`src/rtl/usl_pkg.sv`:
```
package usl_pkg;

  localparam int unsigned BYTE_W = 8;
  localparam int unsigned NIB_W  = 4;
  localparam logic [BYTE_W-1:0] HDR_CODE = 8'h55;
  localparam logic [NIB_W-1:0]  LONG_TAG = 4'hF;

  localparam logic [1:0] MODE_IDLE = 2'd0;
  localparam logic [1:0] MODE_STBY = 2'd1;
  localparam logic [1:0] MODE_ACT  = 2'd2;
  localparam logic [1:0] MODE_HOLD = 2'd3;

  typedef enum logic [2:0] {
    ST_IDLE, ST_STBY, ST_RX, ST_TX, ST_MAK, ST_SAK, ST_HOLD
  } usl_state_e;

  typedef enum logic [2:0] {
    K_HDR, K_AHI, K_ADR, K_CMD, K_DAT
  } usl_kind_e;

endpackage

```
`src/rtl/usl_shift.sv`:
```
module usl_shift #(
  parameter int unsigned W = 8
) (
  input  logic         clk,
  input  logic         rst_n,
  input  logic         clr_i,
  input  logic         load_i,
  input  logic [W-1:0] load_val_i,
  input  logic         shift_i,
  input  logic         bit_i,
  output logic [W-1:0] data_o,
  output logic [W-1:0] full_o,
  output logic         last_o
);
  localparam int unsigned CW = $clog2(W);

  logic [W-1:0]  data_q, data_d;
  logic [CW-1:0] cnt_q, cnt_d;
  logic          data_en, cnt_en;

  always_comb begin
    data_d  = data_q;
    cnt_d   = cnt_q;
    data_en = 1'b0;
    cnt_en  = 1'b0;
    if (load_i) begin
      data_d  = load_val_i;
      cnt_d   = '0;
      data_en = 1'b1;
      cnt_en  = 1'b1;
    end else if (shift_i) begin
      data_d  = {data_q[W-2:0], bit_i};
      cnt_d   = cnt_q + 1'b1;
      data_en = 1'b1;
      cnt_en  = 1'b1;
    end else if (clr_i) begin
      cnt_d  = '0;
      cnt_en = 1'b1;
    end
  end

  always_ff @(posedge clk or negedge rst_n) begin
    if (!rst_n) begin
      data_q <= '0;
      cnt_q  <= '0;
    end else begin
      if (data_en) data_q <= data_d;
      if (cnt_en)  cnt_q  <= cnt_d;
    end
  end

  assign data_o = data_q;
  assign full_o = {data_q[W-2:0], bit_i};
  assign last_o = (cnt_q == CW'(W - 1));

endmodule

```
`src/rtl/usl_addr_match.sv`:
```
module usl_addr_match
  import usl_pkg::*;
#(
  parameter bit              ADDR12 = 1'b0,
  parameter logic [NIB_W-1:0] FAMILY = 4'hA
) (
  input  logic [BYTE_W-1:0] byte_i,
  input  logic [BYTE_W-1:0] dev_code_i,
  output logic              hi_ok_o,
  output logic              lo_ok_o
);
  generate
    if (ADDR12) begin : g_long
      assign hi_ok_o = (byte_i == {LONG_TAG, FAMILY});
      assign lo_ok_o = (byte_i == dev_code_i);
    end else begin : g_short
      logic unused_hi;
      assign unused_hi = ^dev_code_i[BYTE_W-1:NIB_W];
      assign hi_ok_o   = 1'b0;
      assign lo_ok_o   = (byte_i == {FAMILY, dev_code_i[NIB_W-1:0]});
    end
  endgenerate

endmodule

```
`src/rtl/usl_ctrl.sv`:
```
module usl_ctrl
  import usl_pkg::*;
#(
  parameter bit ADDR12 = 1'b0
) (
  input  logic              clk,
  input  logic              rst_n,
  input  logic              stby_i,
  input  logic              hdr_start_i,
  input  logic              slot_edge_i,
  input  logic              slot_bit_i,
  input  logic              slot_miss_i,
  input  logic              hold_i,
  input  logic              cmd_ok_i,
  input  logic              tx_dir_i,
  input  logic              sh_last_i,
  input  logic [BYTE_W-1:0] sh_full_i,
  input  logic              hi_ok_i,
  input  logic              lo_ok_i,
  output logic              sh_clr_o,
  output logic              sh_shift_o,
  output logic              sh_load_o,
  output logic              sak_drive_o,
  output logic              tx_drive_o,
  output logic              tx_take_o,
  output logic              rx_stb_o,
  output logic              rx_cmd_o,
  output logic [1:0]        mode_o
);
  localparam usl_kind_e FIRST_ADDR = ADDR12 ? K_AHI : K_ADR;

  usl_state_e st_q, st_d;
  usl_kind_e  kind_q, kind_d;
  logic       end_q, end_d;
  logic       drv_q, drv_d;
  logic       txm_q, txm_d;
  logic       stb_q, stb_d;
  logic       cmd_q, cmd_d;
  logic       ack_ev;
  logic       slot_ev;

  assign slot_ev = slot_edge_i | slot_miss_i;
  assign ack_ev  = !stby_i && slot_edge_i &&
                   ((st_q == ST_MAK && !hold_i) || st_q == ST_HOLD);

  always_comb begin
    st_d       = st_q;
    kind_d     = kind_q;
    end_d      = end_q;
    drv_d      = drv_q;
    txm_d      = txm_q;
    stb_d      = 1'b0;
    cmd_d      = cmd_q;
    sh_clr_o   = 1'b0;
    sh_shift_o = 1'b0;
    sh_load_o  = 1'b0;
    tx_take_o  = 1'b0;
    if (stby_i) begin
      st_d = ST_STBY;
    end else begin
      unique case (st_q)
        ST_STBY: begin
          if (hdr_start_i) begin
            st_d     = ST_RX;
            kind_d   = K_HDR;
            sh_clr_o = 1'b1;
          end
        end
        ST_RX: begin
          if (slot_miss_i) begin
            st_d = ST_IDLE;
          end else if (slot_edge_i) begin
            sh_shift_o = 1'b1;
            if (sh_last_i) begin
              st_d = ST_MAK;
              unique case (kind_q)
                K_HDR:   if (sh_full_i != HDR_CODE) st_d = ST_IDLE;
                K_AHI:   if (!hi_ok_i) st_d = ST_IDLE;
                K_ADR:   if (!lo_ok_i) st_d = ST_IDLE;
                default: begin
                  stb_d = 1'b1;
                  cmd_d = (kind_q == K_CMD);
                end
              endcase
            end
          end
        end
        ST_TX: begin
          if (slot_ev) begin
            sh_shift_o = 1'b1;
            if (sh_last_i) st_d = ST_MAK;
          end
        end
        ST_MAK: begin
          if (hold_i)           st_d = ST_HOLD;
          else if (slot_miss_i) st_d = ST_IDLE;
        end
        ST_SAK: begin
          if (slot_ev) begin
            if (end_q) begin
              st_d = ST_STBY;
            end else if (txm_q) begin
              st_d = ST_TX;
            end else begin
              st_d     = ST_RX;
              sh_clr_o = 1'b1;
            end
          end
        end
        default: ;
      endcase
    end

    if (ack_ev) begin
      st_d  = ST_SAK;
      end_d = !slot_bit_i;
      drv_d = 1'b1;
      txm_d = 1'b0;
      unique case (kind_q)
        K_HDR: begin
          drv_d  = 1'b0;
          kind_d = FIRST_ADDR;
          if (!slot_bit_i) st_d = ST_IDLE;
        end
        K_AHI: begin
          drv_d  = 1'b0;
          kind_d = K_ADR;
          if (!slot_bit_i) st_d = ST_IDLE;
        end
        K_ADR: kind_d = K_CMD;
        default: begin
          kind_d = K_DAT;
          if (kind_q == K_CMD && !cmd_ok_i) begin
            st_d = ST_IDLE;
          end else if (slot_bit_i && tx_dir_i) begin
            txm_d     = 1'b1;
            sh_load_o = 1'b1;
            tx_take_o = 1'b1;
          end
        end
      endcase
    end
  end

  always_ff @(posedge clk or negedge rst_n) begin
    if (!rst_n) begin
      st_q   <= ST_IDLE;
      kind_q <= K_HDR;
      end_q  <= 1'b0;
      drv_q  <= 1'b0;
      txm_q  <= 1'b0;
      stb_q  <= 1'b0;
      cmd_q  <= 1'b0;
    end else begin
      st_q   <= st_d;
      kind_q <= kind_d;
      end_q  <= end_d;
      drv_q  <= drv_d;
      txm_q  <= txm_d;
      stb_q  <= stb_d;
      cmd_q  <= cmd_d;
    end
  end

  always_comb begin
    unique case (st_q)
      ST_IDLE: mode_o = MODE_IDLE;
      ST_STBY: mode_o = MODE_STBY;
      ST_HOLD: mode_o = MODE_HOLD;
      default: mode_o = MODE_ACT;
    endcase
  end

  assign sak_drive_o = (st_q == ST_SAK) && drv_q;
  assign tx_drive_o  = (st_q == ST_TX);
  assign rx_stb_o    = stb_q;
  assign rx_cmd_o    = cmd_q;

endmodule

```
`src/rtl/usl_slave.sv`:
```
module usl_slave
  import usl_pkg::*;
#(
  parameter bit               ADDR12 = 1'b0,
  parameter logic [NIB_W-1:0] FAMILY = 4'hA
) (
  input  logic        clk,
  input  logic        rst_n,
  input  logic        stby_i,
  input  logic        hdr_start_i,
  input  logic        slot_edge_i,
  input  logic        slot_bit_i,
  input  logic        slot_miss_i,
  input  logic        hold_i,
  input  logic [7:0]  dev_code_i,
  input  logic        cmd_ok_i,
  input  logic        tx_dir_i,
  input  logic [7:0]  tx_byte_i,
  output logic        sak_drive_o,
  output logic        tx_drive_o,
  output logic        tx_bit_o,
  output logic        tx_take_o,
  output logic [7:0]  rx_byte_o,
  output logic        rx_stb_o,
  output logic        rx_cmd_o,
  output logic [1:0]  mode_o
);
  logic [1:0]        rst_sync_q;
  logic              rst_core_n;
  logic              sh_clr, sh_shift, sh_load, sh_last;
  logic [BYTE_W-1:0] sh_data, sh_full;
  logic              hi_ok, lo_ok;

  always_ff @(posedge clk or negedge rst_n) begin
    if (!rst_n) rst_sync_q <= 2'b00;
    else        rst_sync_q <= {rst_sync_q[0], 1'b1};
  end
  assign rst_core_n = rst_sync_q[1];

  usl_shift #(.W(BYTE_W)) i_shift (
    .clk        (clk),
    .rst_n      (rst_core_n),
    .clr_i      (sh_clr),
    .load_i     (sh_load),
    .load_val_i (tx_byte_i),
    .shift_i    (sh_shift),
    .bit_i      (slot_bit_i),
    .data_o     (sh_data),
    .full_o     (sh_full),
    .last_o     (sh_last)
  );

  usl_addr_match #(.ADDR12(ADDR12), .FAMILY(FAMILY)) i_match (
    .byte_i     (sh_full),
    .dev_code_i (dev_code_i),
    .hi_ok_o    (hi_ok),
    .lo_ok_o    (lo_ok)
  );

  usl_ctrl #(.ADDR12(ADDR12)) i_ctrl (
    .clk         (clk),
    .rst_n       (rst_core_n),
    .stby_i      (stby_i),
    .hdr_start_i (hdr_start_i),
    .slot_edge_i (slot_edge_i),
    .slot_bit_i  (slot_bit_i),
    .slot_miss_i (slot_miss_i),
    .hold_i      (hold_i),
    .cmd_ok_i    (cmd_ok_i),
    .tx_dir_i    (tx_dir_i),
    .sh_last_i   (sh_last),
    .sh_full_i   (sh_full),
    .hi_ok_i     (hi_ok),
    .lo_ok_i     (lo_ok),
    .sh_clr_o    (sh_clr),
    .sh_shift_o  (sh_shift),
    .sh_load_o   (sh_load),
    .sak_drive_o (sak_drive_o),
    .tx_drive_o  (tx_drive_o),
    .tx_take_o   (tx_take_o),
    .rx_stb_o    (rx_stb_o),
    .rx_cmd_o    (rx_cmd_o),
    .mode_o      (mode_o)
  );

  assign tx_bit_o  = sh_data[BYTE_W-1];
  assign rx_byte_o = sh_data;

endmodule

```
`config.mk`:
```
export PLATFORM = sky130hd
export DESIGN_NAME = usl_slave
export DESIGN_NICKNAME = d
export VERILOG_FILES = /design/src/rtl/usl_pkg.sv /design/src/rtl/usl_shift.sv /design/src/rtl/usl_addr_match.sv /design/src/rtl/usl_ctrl.sv /design/src/rtl/usl_slave.sv
export SDC_FILE = /design/constraint.sdc
export NUM_CORES = 1
export LEC_CHECK = 0
export BUFFER_PORTS_ARGS = -buffer_cell sky130_fd_sc_hd__buf_2
export CORE_MARGIN = 2
export CORE_UTILIZATION = 35
export DETAILED_ROUTE_END_ITERATION = 10
export HOLD_SLACK_MARGIN = 0.02
export PLACE_DENSITY = 0.68
export SLEW_MARGIN = 10
export SYNTH_ARGS = -nofsm -noshare
export SYNTH_HDL_FRONTEND = slang
export SYNTH_HIERARCHICAL = 1
export SYNTH_SLANG_ARGS = --single-unit
export TNS_END_PERCENT = 10
```
`constraint.sdc`:
```
create_clock -name clk -period 4.3 [get_ports clk]
set_clock_uncertainty 0.2 [all_clocks]
set_input_delay 0.645 -clock clk [delete_from_list [all_inputs] [get_ports clk]]
set_output_delay 0.645 -clock clk [all_outputs]
set_load 0.005 [all_outputs]
```
==> impl_metrics.yaml, run 1 <==
layout:
  layout_common_cells: "buf_2 (37), nand2_1 (24), dfrtp_1 (24)"
  layout-drive-gt1-share_pct: 27.23
  layout.cells.most_common: "buf_2"
  area_growth_syn_to_layout_pct: 16.03
  diodes: 0
  num-nets-final: 220
  final_standard_cell_utilization_of_the_core_pct: 42.48
  final-instance-count-excl-fill: 241
setup_path:
  critical-path-max-stage-delay_ns: 0.56
  cp.arrival_ns: 1.98
  timing.critical_path.buf_inv: 2
  critical_path_class: "flop to primary output"
  reg2reg_setup_slack_ns: 2.14
  crit-reg2reg-capture: "i_shift/cnt_q[0]$_DFFE_PN0P_"
  crit-reg2reg-launch: "i_ctrl/st_q[0]$_DFFE_PN0P_"
  timing.critical_path.max_delay_family: "simple AND/OR/NAND/NOR gates"
  worst_setup_path_end_kind: "primary output"
  list_of_cells_traversed_by_the_critical_path: "nor2b_1, nand3_1, nor3_2, buf_4, buf_2"
  worst-endpoint-required_ns: 3.45
  reg2regPathDepth: 5
  setup.worst_path.start_class: "flop"
  crit_path_max_fanout: 21
  critPathSlowestCell: "dfrtp_1"
yosys:
  synth.net_count: 191
  synth.lib_cells_used.distinct: 46
  yosys.area.top_type: "dfrtp_1"
  ys_ff_latch: 24
  postSynthCellCount: 163
  netlist_top_cells_area: "dfrtp_1 (41%), nand2_1 (6.1%), buf_4 (5.6%)"
  synth-main-ff-cell: "dfrtp_1"
  synth_seq_area_share_pct: 40.71
  asyncSetResetFlopFracSynth_pct: 100.0
  synth_top_cell_area_share_pct: 40.71
  synth_edf_count: 0
  synth_area_mm2: 0.001475
  ys.warnings.count: 6
  synthesis.area_per_instance_um2: 9.050
place:
  place.detailed.hpwl_mm: 2.335
  pre_cts_ws_ns: 1.604
  routabilityCongestion: 0.8045
  port-buffer-count: 37
  placedCellCount: 236
drt:
  firstDrtPassIters: 4
  wl_mm: 3.058
  drc: 0
  drt-initial-drc-count: 119
  via_per_inst: 4.954
  route.vias.total: 1194
  antenna_violating_nets_post_route: 0
  post_drt_wl_per_cell_um: 12.69
floorplanning:
  die_width_um: 68.92
  rows: 23
  floorplan.die_area_mm2: 0.004750
  initial_core_util_pct: 36.61
  ios: 42
  core_mm2: 0.004029
  dieHeight_um: 68.92
power_and_ir_drop:
  powerDensity_mw_per_mm2: 404.2
  swShare_pct: 29.73
  net-switching-power_mw: 0.2057
  comb_power_share_pct: 24.6
  clkPwrFrac_pct: 28.6
  internal_power_mw: 0.4861
  p_leak_nw: 0.8175
  share_seq_of_total_power_pct: 46.8
  ir_drop_v: 0.0001523
clock_network:
  cts_made_buffers: 3
  tritoncts_clock_tree: "done"
  max-clock-path-buffers: 2
  clk_lat_worst_skew_ns: 0.27
  clk_root_buffer_cell: "clkbuf_8"
  cts_htree_levels: 1
  clk_transition_reported_paths_ns: 0.09
  gates_resized_cts_repair: 0
  clock_sink_count: 24
timing:
  timing_max_transition_violations_final: 0
  final.hold.worst_slack_ns: 0.1661
  finalCriticalPeriod_ns: 2.829
  relSlewSlack_pct: 41.12
  final.setup.worst_slack_ns: 1.471
  worst-slew-pin-transition_ns: 0.8833
  setup_viol_count_final: 0
  max_freq_mhz: 353.4
  rsz_0062_raised_after_global_routing: "false"
  tns_ns: 0
  hold_viol_final: 0
  final_min_period_over_clock_period_pct: 65.80
global_route:
  groute.usage.overall_pct: 13.38
  maximum_number_of_pins_on_one_net_before_global_route_repair: 23
  overflow: 0
  number_of_global_route_vias_before_repair: 1051
  grt_antenna_before_repair: 0
  grt_pass1_wl_mm: 4.774
job:
  maxCapViolations: 0
status:
  result_of_the_run: "finished clean"
worst_hold_path:
  holdCritPathClass: "flop to asynchronous set/reset pin"
## Yosys cell counts (2+ instances only)
cell type and instances:
or2b_1 2, nor3_1 3, nand2b_1 2, inv_1 4, xor2_1 3, conb_1 2, o21ai_1 8, a21o_1 3
mux2i_1 8, buf_4 11, o21ai_0 4, nor2b_1 3, buf_2 3, nor2_1 11, and3_1 2, a31oi_1 3
a21oi_1 11, and4b_1 2, nand2_1 24, dfrtp_1 24, a21oi_2 2, ha_1 2, or3b_1 3
## registers in the layout, summed over array words and instances, names as in the netlist
register / flops
i_ctrl/drv_q: 1
i_ctrl/end_q: 1
i_ctrl/kind_q: 3
i_ctrl/rx_cmd_o: 1
i_ctrl/rx_stb_o: 1
i_ctrl/st_q: 3
i_ctrl/txm_q: 1
i_shift/cnt_q: 3
i_shift/data_o: 8
rst_sync_q: 2
## metrics by stage
| step | total power [mW] | area [um2] |
|---|---|---|
| after CTS | 0.7022 | 1712 |
| after floorplan | 0.4663 | 1475 |
| after global placement | 0.4952 | 1630 |
| after global routing | 0.7411 | 1712 |
| after detailed placement | 0.5017 | 1630 |
| final | 0.6918 | 1712 |
## logic make-up after synthesis
family          Yosys count  synth area share, %
fa+ha+maj                 2                1.696
buf+inv                  21                8.905
simple gates             61                22.39
flops                    24                40.71
mux                       9                6.192
xor+xnor                  4                2.375
compound gates           40                17.22
other cells               2               0.5091
## worst max-delay path by stage
stage,start,endpoint,cells past startpoint
finish,i_ctrl/st_q[2]$_DFFE_PN0P_,tx_take_o,5
global route,i_ctrl/st_q[2]$_DFFE_PN0P_,tx_take_o,5
CTS,i_ctrl/st_q[2]$_DFFE_PN0P_,tx_take_o,5
detailed placement,slot_edge_i,tx_take_o,6
global placement,slot_edge_i,tx_take_o,6
floorplan,slot_edge_i,tx_take_o,4
## power groups by stage
stage               Combinational [mW]  Clock, mW  Sequential [mW]
finish                           0.170      0.198            0.324
detailed placement               0.173          0            0.329
floorplan                        0.156          0            0.311
global placement                 0.166          0            0.329
global route                     0.196      0.212            0.333
CTS                              0.173      0.204            0.325
## cell type report
type	instances	area, um2
fill	426	2317
multi-input combinational	118	748.2
sequential	24	600.6
timing repair buffer	40	210.2
tap	50	62.56
clock buffer	3	41.29
clock inverter	1	30.03
inverter	5	18.77
## metal layers
layer / vias to the layer above / global-route usage (%) / routed length [um]
met3: 4 / 0.9740 / 96
met5: - / 0 / 0
met2: 25 / 21.63 / 1464
met4: 0 / 4.412 / 27
li1: 614 / - / -
met1: 551 / 18.95 / 1469
## what timing repair did
| action | in CTS | in global routing |
|---|---|---|
| hold endpoints to repair | 2 | 0 |
| buffers inserted | 0 | 0 |
| hold buffers | 1 | 0 |
| endpoints found under the setup margin | 0 | 0 |
No activity file was read; power rests on OpenSTA's default activity.
==> run 2, diff against run 1 <==
--- a/config.mk
+++ b/config.mk
@@ -10,7 +10,7 @@
 export CORE_UTILIZATION = 35
 export DETAILED_ROUTE_END_ITERATION = 10
 export HOLD_SLACK_MARGIN = 0.02
-export PLACE_DENSITY = 0.68
+export PLACE_DENSITY = 0.71
 export SLEW_MARGIN = 10
 export SYNTH_ARGS = -nofsm -noshare
 export SYNTH_HDL_FRONTEND = slang
==> constraint.sdc (replaced) <==
create_clock -name clk -period 2.45 [get_ports clk]
set_clock_uncertainty 0.2 [all_clocks]
set_input_delay 0.3675 -clock clk [delete_from_list [all_inputs] [get_ports clk]]
set_output_delay 0.3675 -clock clk [all_outputs]
set_load 0.005 [all_outputs]
==> impl_metrics.yaml, run 2 (same netlist as run 1, synthesis figures left out) <==
global_route:
  grt_util_met3_pct: 0.9740
  groute.usage.overall_pct: 13.16
  grt_pass1_wl_mm: 4.719
  overflow: 0
  maximum_number_of_pins_on_one_net_before_global_route_repair: 23
  global_route.usage.met1_pct: 19.29
  global_route.peak_usage_layer: "met2"
  grt_util_met2_pct: 21.15
  grt_antenna_before_repair: 0
  number_of_global_route_vias_before_repair: 1051
clock_network:
  clk_root_buffer_cell: "clkbuf_8"
  max-clock-path-buffers: 2
  tritoncts_clock_tree: "done"
  cts_made_buffers: 3
  cts_htree_levels: 1
  clock_sink_count: 24
  post_cts_setup_driven_buffer_insertion_count: 0
  clk_transition_reported_paths_ns: 0.09
  clk_lat_worst_skew_ns: 0.26
drt:
  antenna_violating_nets_post_route: 0
  route.vias.total: 1187
  wl_mm: 3.015
  drc: 0
  drt-initial-drc-count: 51
  post_drt_wl_per_cell_um: 12.46
  firstDrtPassIters: 4
  via_per_inst: 4.905
timing:
  timing_max_transition_violations_final: 0
  max_freq_mhz: 443.5
  final_min_period_over_clock_period_pct: 92.04
  relSlewSlack_pct: 41.46
  hold_viol_final: 0
  rsz_0062_raised_after_global_routing: "false"
  setup_viol_count_final: 0
  final.setup.worst_slack_ns: 0.1951
  finalCriticalPeriod_ns: 2.255
  tns_ns: 0
  worst-slew-pin-transition_ns: 0.8781
job:
  maxCapViolations: 0
worst_hold_path:
  timing.hold.worst_path_depth: 3
  holdCritPathClass: "primary input to flop"
  min_from: "tx_byte_i[3]"
  worst_hold_path.endpoint: "i_shift/data_o[3]$_DFFE_PN0P_"
power_and_ir_drop:
  power_mw: 1.210
  powerDensity_mw_per_mm2: 703.9
  swShare_pct: 29.49
  internal_power_mw: 0.8533
  comb_power_share_pct: 24.7
  share_seq_of_total_power_pct: 47.1
  net-switching-power_mw: 0.3568
  clkPwrFrac_pct: 28.3
  p_leak_nw: 0.8217
  ir_drop_v: 0.0002366
floorplanning:
  die_width_um: 68.92
  initial_core_util_pct: 36.61
  floorplan.die_area_mm2: 0.004750
  dieHeight_um: 68.92
  ios: 42
  rows: 23
  core_mm2: 0.004029
layout:
  diodes: 0
  largest_register_ffs: 8
  layout-drive-gt1-share_pct: 27.60
  layout.cells.most_common: "buf_2"
  final-instance-count-excl-fill: 242
  fill_cells: 419
  layout_common_cells: "buf_2 (37), nand2_1 (24), dfrtp_1 (24)"
  num-nets-final: 221
  final_standard_cell_utilization_of_the_core_pct: 42.67
  area_growth_syn_to_layout_pct: 16.54
place:
  place.detailed.hpwl_mm: 2.372
  port-buffer-count: 37
  routabilityCongestion: 0.7789
  placedCellCount: 237
  pre_cts_ws_ns: 0.3119
setup_path:
  reg2reg_setup_slack_ns: 0.29
  crit_path_max_fanout: 13
  reg2regPathDepth: 5
  cp.arrival_ns: 1.69
  crit-reg2reg-launch: "i_ctrl/st_q[0]$_DFFE_PN0P_"
  crit-reg2reg-capture: "i_shift/cnt_q[0]$_DFFE_PN0P_"
  setup.worst_path.start_class: "flop"
  critical_path_class: "flop to primary output"
  worst_setup_path_end_kind: "primary output"
  worst-endpoint-required_ns: 1.88
status:
  result_of_the_run: "finished clean"
run 2: changes by cell type in the layout (fill, tap and decap cells not counted):
cell,delta
buf_4,+1
run 2: through the flow:
step,hold WS [ns],cell area [um2]
3_3_place_gp,-0.04708,1638
6_report,0.1096,1719
3_5_place_dp,-0.04656,1638
4_1_cts,0.1095,1719
2_1_floorplan,-0.1281,1475
5_1_grt,0.1045,1719
run 2: layout make-up:
type	instances	area, um2	area share, %
flip-flops and latches	24	600.6	34.93
clock inverters	1	30.03	1.747
well taps	50	62.56	3.639
inverters	5	18.77	1.092
repair buffers	41	217.7	12.66
clock buffers	3	41.29	2.402
multi-input cells	118	748.2	43.52
run 2: what timing repair did:
item	4_1_cts	5_1_grt
gates resized for setup	0	0
hold buffers	1	0
endpoints found under the hold margin	2	0
run 2: power by group through the flow:
stage                     sequential [mW]  clock (mW)  combinational [mW]
final                               0.569       0.342               0.299
after global routing                0.586       0.371               0.347
after CTS                           0.570       0.348               0.303
after detailed placement            0.578           0               0.303
after global placement              0.576           0               0.291
after floorplan                     0.545           0               0.273
run 2: worst max-delay path, cell delays in order (launching register included):
cell     delay, ns
dfrtp_1       0.56
nor2b_1       0.25
nand3_1       0.23
nor3_2        0.23
buf_2         0.14
run 2: worst max path at each step:
stage,end,from,slack [ns]
final,tx_take_o,i_ctrl/st_q[2]$_DFFE_PN0P_,0.20
after global routing,tx_take_o,i_ctrl/st_q[2]$_DFFE_PN0P_,0.06
after CTS,tx_take_o,i_ctrl/st_q[2]$_DFFE_PN0P_,0.19
after detailed placement,i_shift/cnt_q[0]$_DFFE_PN0P_,i_ctrl/st_q[0]$_DFFE_PN0P_,0.31
after global placement,i_shift/cnt_q[0]$_DFFE_PN0P_,i_ctrl/st_q[0]$_DFFE_PN0P_,0.33
after floorplan,i_shift/data_o[0]$_DFFE_PN0P_,i_ctrl/st_q[1]$_DFFE_PN0P_,0.43
run 2: layer usage:
| layer | vias up | routed length (um) |
|---|---|---|
| li1 | 620 | - |
| met1 | 546 | 1457 |
| met2 | 21 | 1470 |
| met3 | 0 | 86 |
| met4 | 0 | 0 |
| met5 | - | 0 |
==> run 3, diff against run 2 <==
--- a/config.mk
+++ b/config.mk
@@ -7,10 +7,10 @@
 export LEC_CHECK = 0
 export BUFFER_PORTS_ARGS = -buffer_cell sky130_fd_sc_hd__buf_2
 export CORE_MARGIN = 2
-export CORE_UTILIZATION = 35
+export CORE_UTILIZATION = 40
 export DETAILED_ROUTE_END_ITERATION = 10
 export HOLD_SLACK_MARGIN = 0.02
-export PLACE_DENSITY = 0.71
+export PLACE_DENSITY = 0.75
 export SLEW_MARGIN = 10
 export SYNTH_ARGS = -nofsm -noshare
 export SYNTH_HDL_FRONTEND = slang
==> constraint.sdc (replaced) <==
create_clock -name clk -period 2.75 [get_ports clk]
set_clock_uncertainty 0.2 [all_clocks]
set_input_delay 0.4125 -clock clk [delete_from_list [all_inputs] [get_ports clk]]
set_output_delay 0.4125 -clock clk [all_outputs]
set_load 0.005 [all_outputs]
==> impl_metrics.yaml, run 3 (same netlist as run 1, synthesis figures left out) <==
setup_path:
  setup.worst_path.start_class: "flop"
  critical-path-max-stage-delay_ns: 0.56
  timing.critical_path.max_delay_family: "simple AND/OR/NAND/NOR gates"
  worst-endpoint-required_ns: 2.14
  timing.critical_path.buf_inv: 1
  crit_path_max_fanout: 13
  critical_path_class: "flop to primary output"
  worst_setup_path_end_kind: "primary output"
  cp.arrival_ns: 1.76
  critPathSlowestCell: "dfrtp_1"
  reg2reg_setup_slack_ns: 0.58
  list_of_cells_traversed_by_the_critical_path: "nor2b_1, nand3_1, nor3_2, buf_2"
place:
  routabilityCongestion: 0.8994
  port-buffer-count: 37
  placedInstanceArea_mm2: 0.001628
  place.detailed.hpwl_mm: 2.243
power_and_ir_drop:
  ir_drop_v: 0.0001908
  p_leak_nw: 0.8034
  powerDensity_mw_per_mm2: 582.4
  power_mw: 0.9779
layout:
  largest_register_ffs: 8
  total_area_of_multi_input_combinational_cells_um2: 748.2
  layout-drive-gt1-share_pct: 26.84
  area_growth_syn_to_layout_pct: 13.83
  fill_cells: 364
  design_area_mm2: 0.001679
  register_area_um2: 600.6
  diodes: 0
  layout_common_cells: "buf_2 (37), nand2_1 (24), dfrtp_1 (24)"
  num-nets-final: 220
  final_standard_cell_utilization_of_the_core_pct: 46.56
  layout.cells.most_common: "buf_2"
floorplanning:
  ios: 42
  floorplan.die_area_mm2: 0.004190
  dieHeight_um: 64.73
  die_width_um: 64.73
  rows: 22
  initial_core_util_pct: 40.91
  core_mm2: 0.003606
timing:
  timing_max_transition_violations_final: 0
  hold_viol_final: 0
  worst-slew-pin-transition_ns: 0.8933
  tns_ns: 0
  finalCriticalPeriod_ns: 2.369
  setup_viol_count_final: 0
  max_freq_mhz: 422.1
  final_min_period_over_clock_period_pct: 86.16
  relSlewSlack_pct: 40.45
  rsz_0062_raised_after_global_routing: "false"
global_route:
  grt_antenna_before_repair: 0
  number_of_global_route_vias_before_repair: 1101
  groute.usage.overall_pct: 15.23
  overflow: 0
  grt_pass1_wl_mm: 5.009
  maximum_number_of_pins_on_one_net_before_global_route_repair: 23
clock_network:
  gates_resized_cts_repair: 0
  clock_sink_count: 24
  max-clock-path-buffers: 2
  holdBufCountCts: 1
  tritoncts_clock_tree: "done"
  clk_lat_worst_skew_ns: 0.26
  clk_root_buffer_cell: "clkbuf_8"
  cts_htree_levels: 1
  cts_made_buffers: 3
  post_cts_setup_driven_buffer_insertion_count: 0
  clk_transition_reported_paths_ns: 0.08
status:
  result_of_the_run: "finished clean"
drt:
  drc: 0
  post_drt_wl_per_cell_um: 12.46
  via_per_inst: 5.042
  antenna_violating_nets_post_route: 0
  firstDrtPassIters: 4
  route.vias.total: 1200
  drt-initial-drc-count: 83
  wl_mm: 2.965
worst_hold_path:
  holdCritPathClass: "flop to flop"
job:
  maxCapViolations: 0
run 3: cell types whose count changed in the layout (fill, tap and decap cells not counted):
cell | previous run | this run
bufinv_16 | 1 | 0
buf_4 | 3 | 2
run 3: cell type report:
type | instances | area share [%]
Tap cell | 48 | 3.577
Inverter | 5 | 1.118
Sequential cell | 24 | 35.77
Multi-Input combinational cell | 118 | 44.56
Clock buffer | 3 | 2.459
Timing Repair Buffer | 40 | 12.52
run 3: worst register-to-register path, delay by kind of cell, from the launching register on:
family,cells,cell delay (ns)
AND/OR/NAND/NOR,2,0.85
flip-flops,1,0.51
AO/OA/AOI/OAI,2,0.30
buffers and inverters,1,0.24
run 3: worst paths after layout:
kind	depth (start not counted)	endpoint	from
max	4	tx_take_o	i_ctrl/st_q[2]$_DFFE_PN0P_
max reg2reg	5	i_shift/cnt_q[0]$_DFFE_PN0P_	i_ctrl/st_q[0]$_DFFE_PN0P_
min	0	rst_sync_q[1]$_DFF_PN0_	rst_sync_q[0]$_DFF_PN0_
min in group asynchronous	0	i_ctrl/st_q[0]$_DFFE_PN0P_	rst_sync_q[1]$_DFF_PN0_
min reg2reg	0	rst_sync_q[1]$_DFF_PN0_	rst_sync_q[0]$_DFF_PN0_
max in group asynchronous	0	i_ctrl/kind_q[0]$_DFFE_PN0P_	rst_sync_q[1]$_DFF_PN0_
run 3: power breakdown:
group,switching [mW],internal [mW],leakage [nW],total (mW)
sequential,0.0888,0.419,0.318,0.508
clock,0.109,0.0980,0.0216,0.207
combinational,0.117,0.146,0.464,0.263
run 3: through the flow:
| step | cells | hold WS, ns | worst slack, ns |
|---|---|---|---|
| after floorplan | 163 | -0.08309 | 0.7286 |
| after global placement | 234 | -0.0008820 | 0.6213 |
| after detailed placement | 234 | -0.00002259 | 0.5871 |
| after CTS | 238 | 0.1521 | 0.3654 |
| after global routing | 238 | 0.1549 | 0.2341 |
| final | 238 | 0.1568 | 0.3807 |
run 3: routing by layer:
metal | vias to the layer above | share of wire (%) | GRT usage [%]
li1 | 615 | - | -
met1 | 556 | 49 | 21.85
met2 | 25 | 47 | 24.10
met3 | 4 | 3.1 | 1.563
met4 | 0 | 1.1 | 4.787
met5 | - | 0 | 0
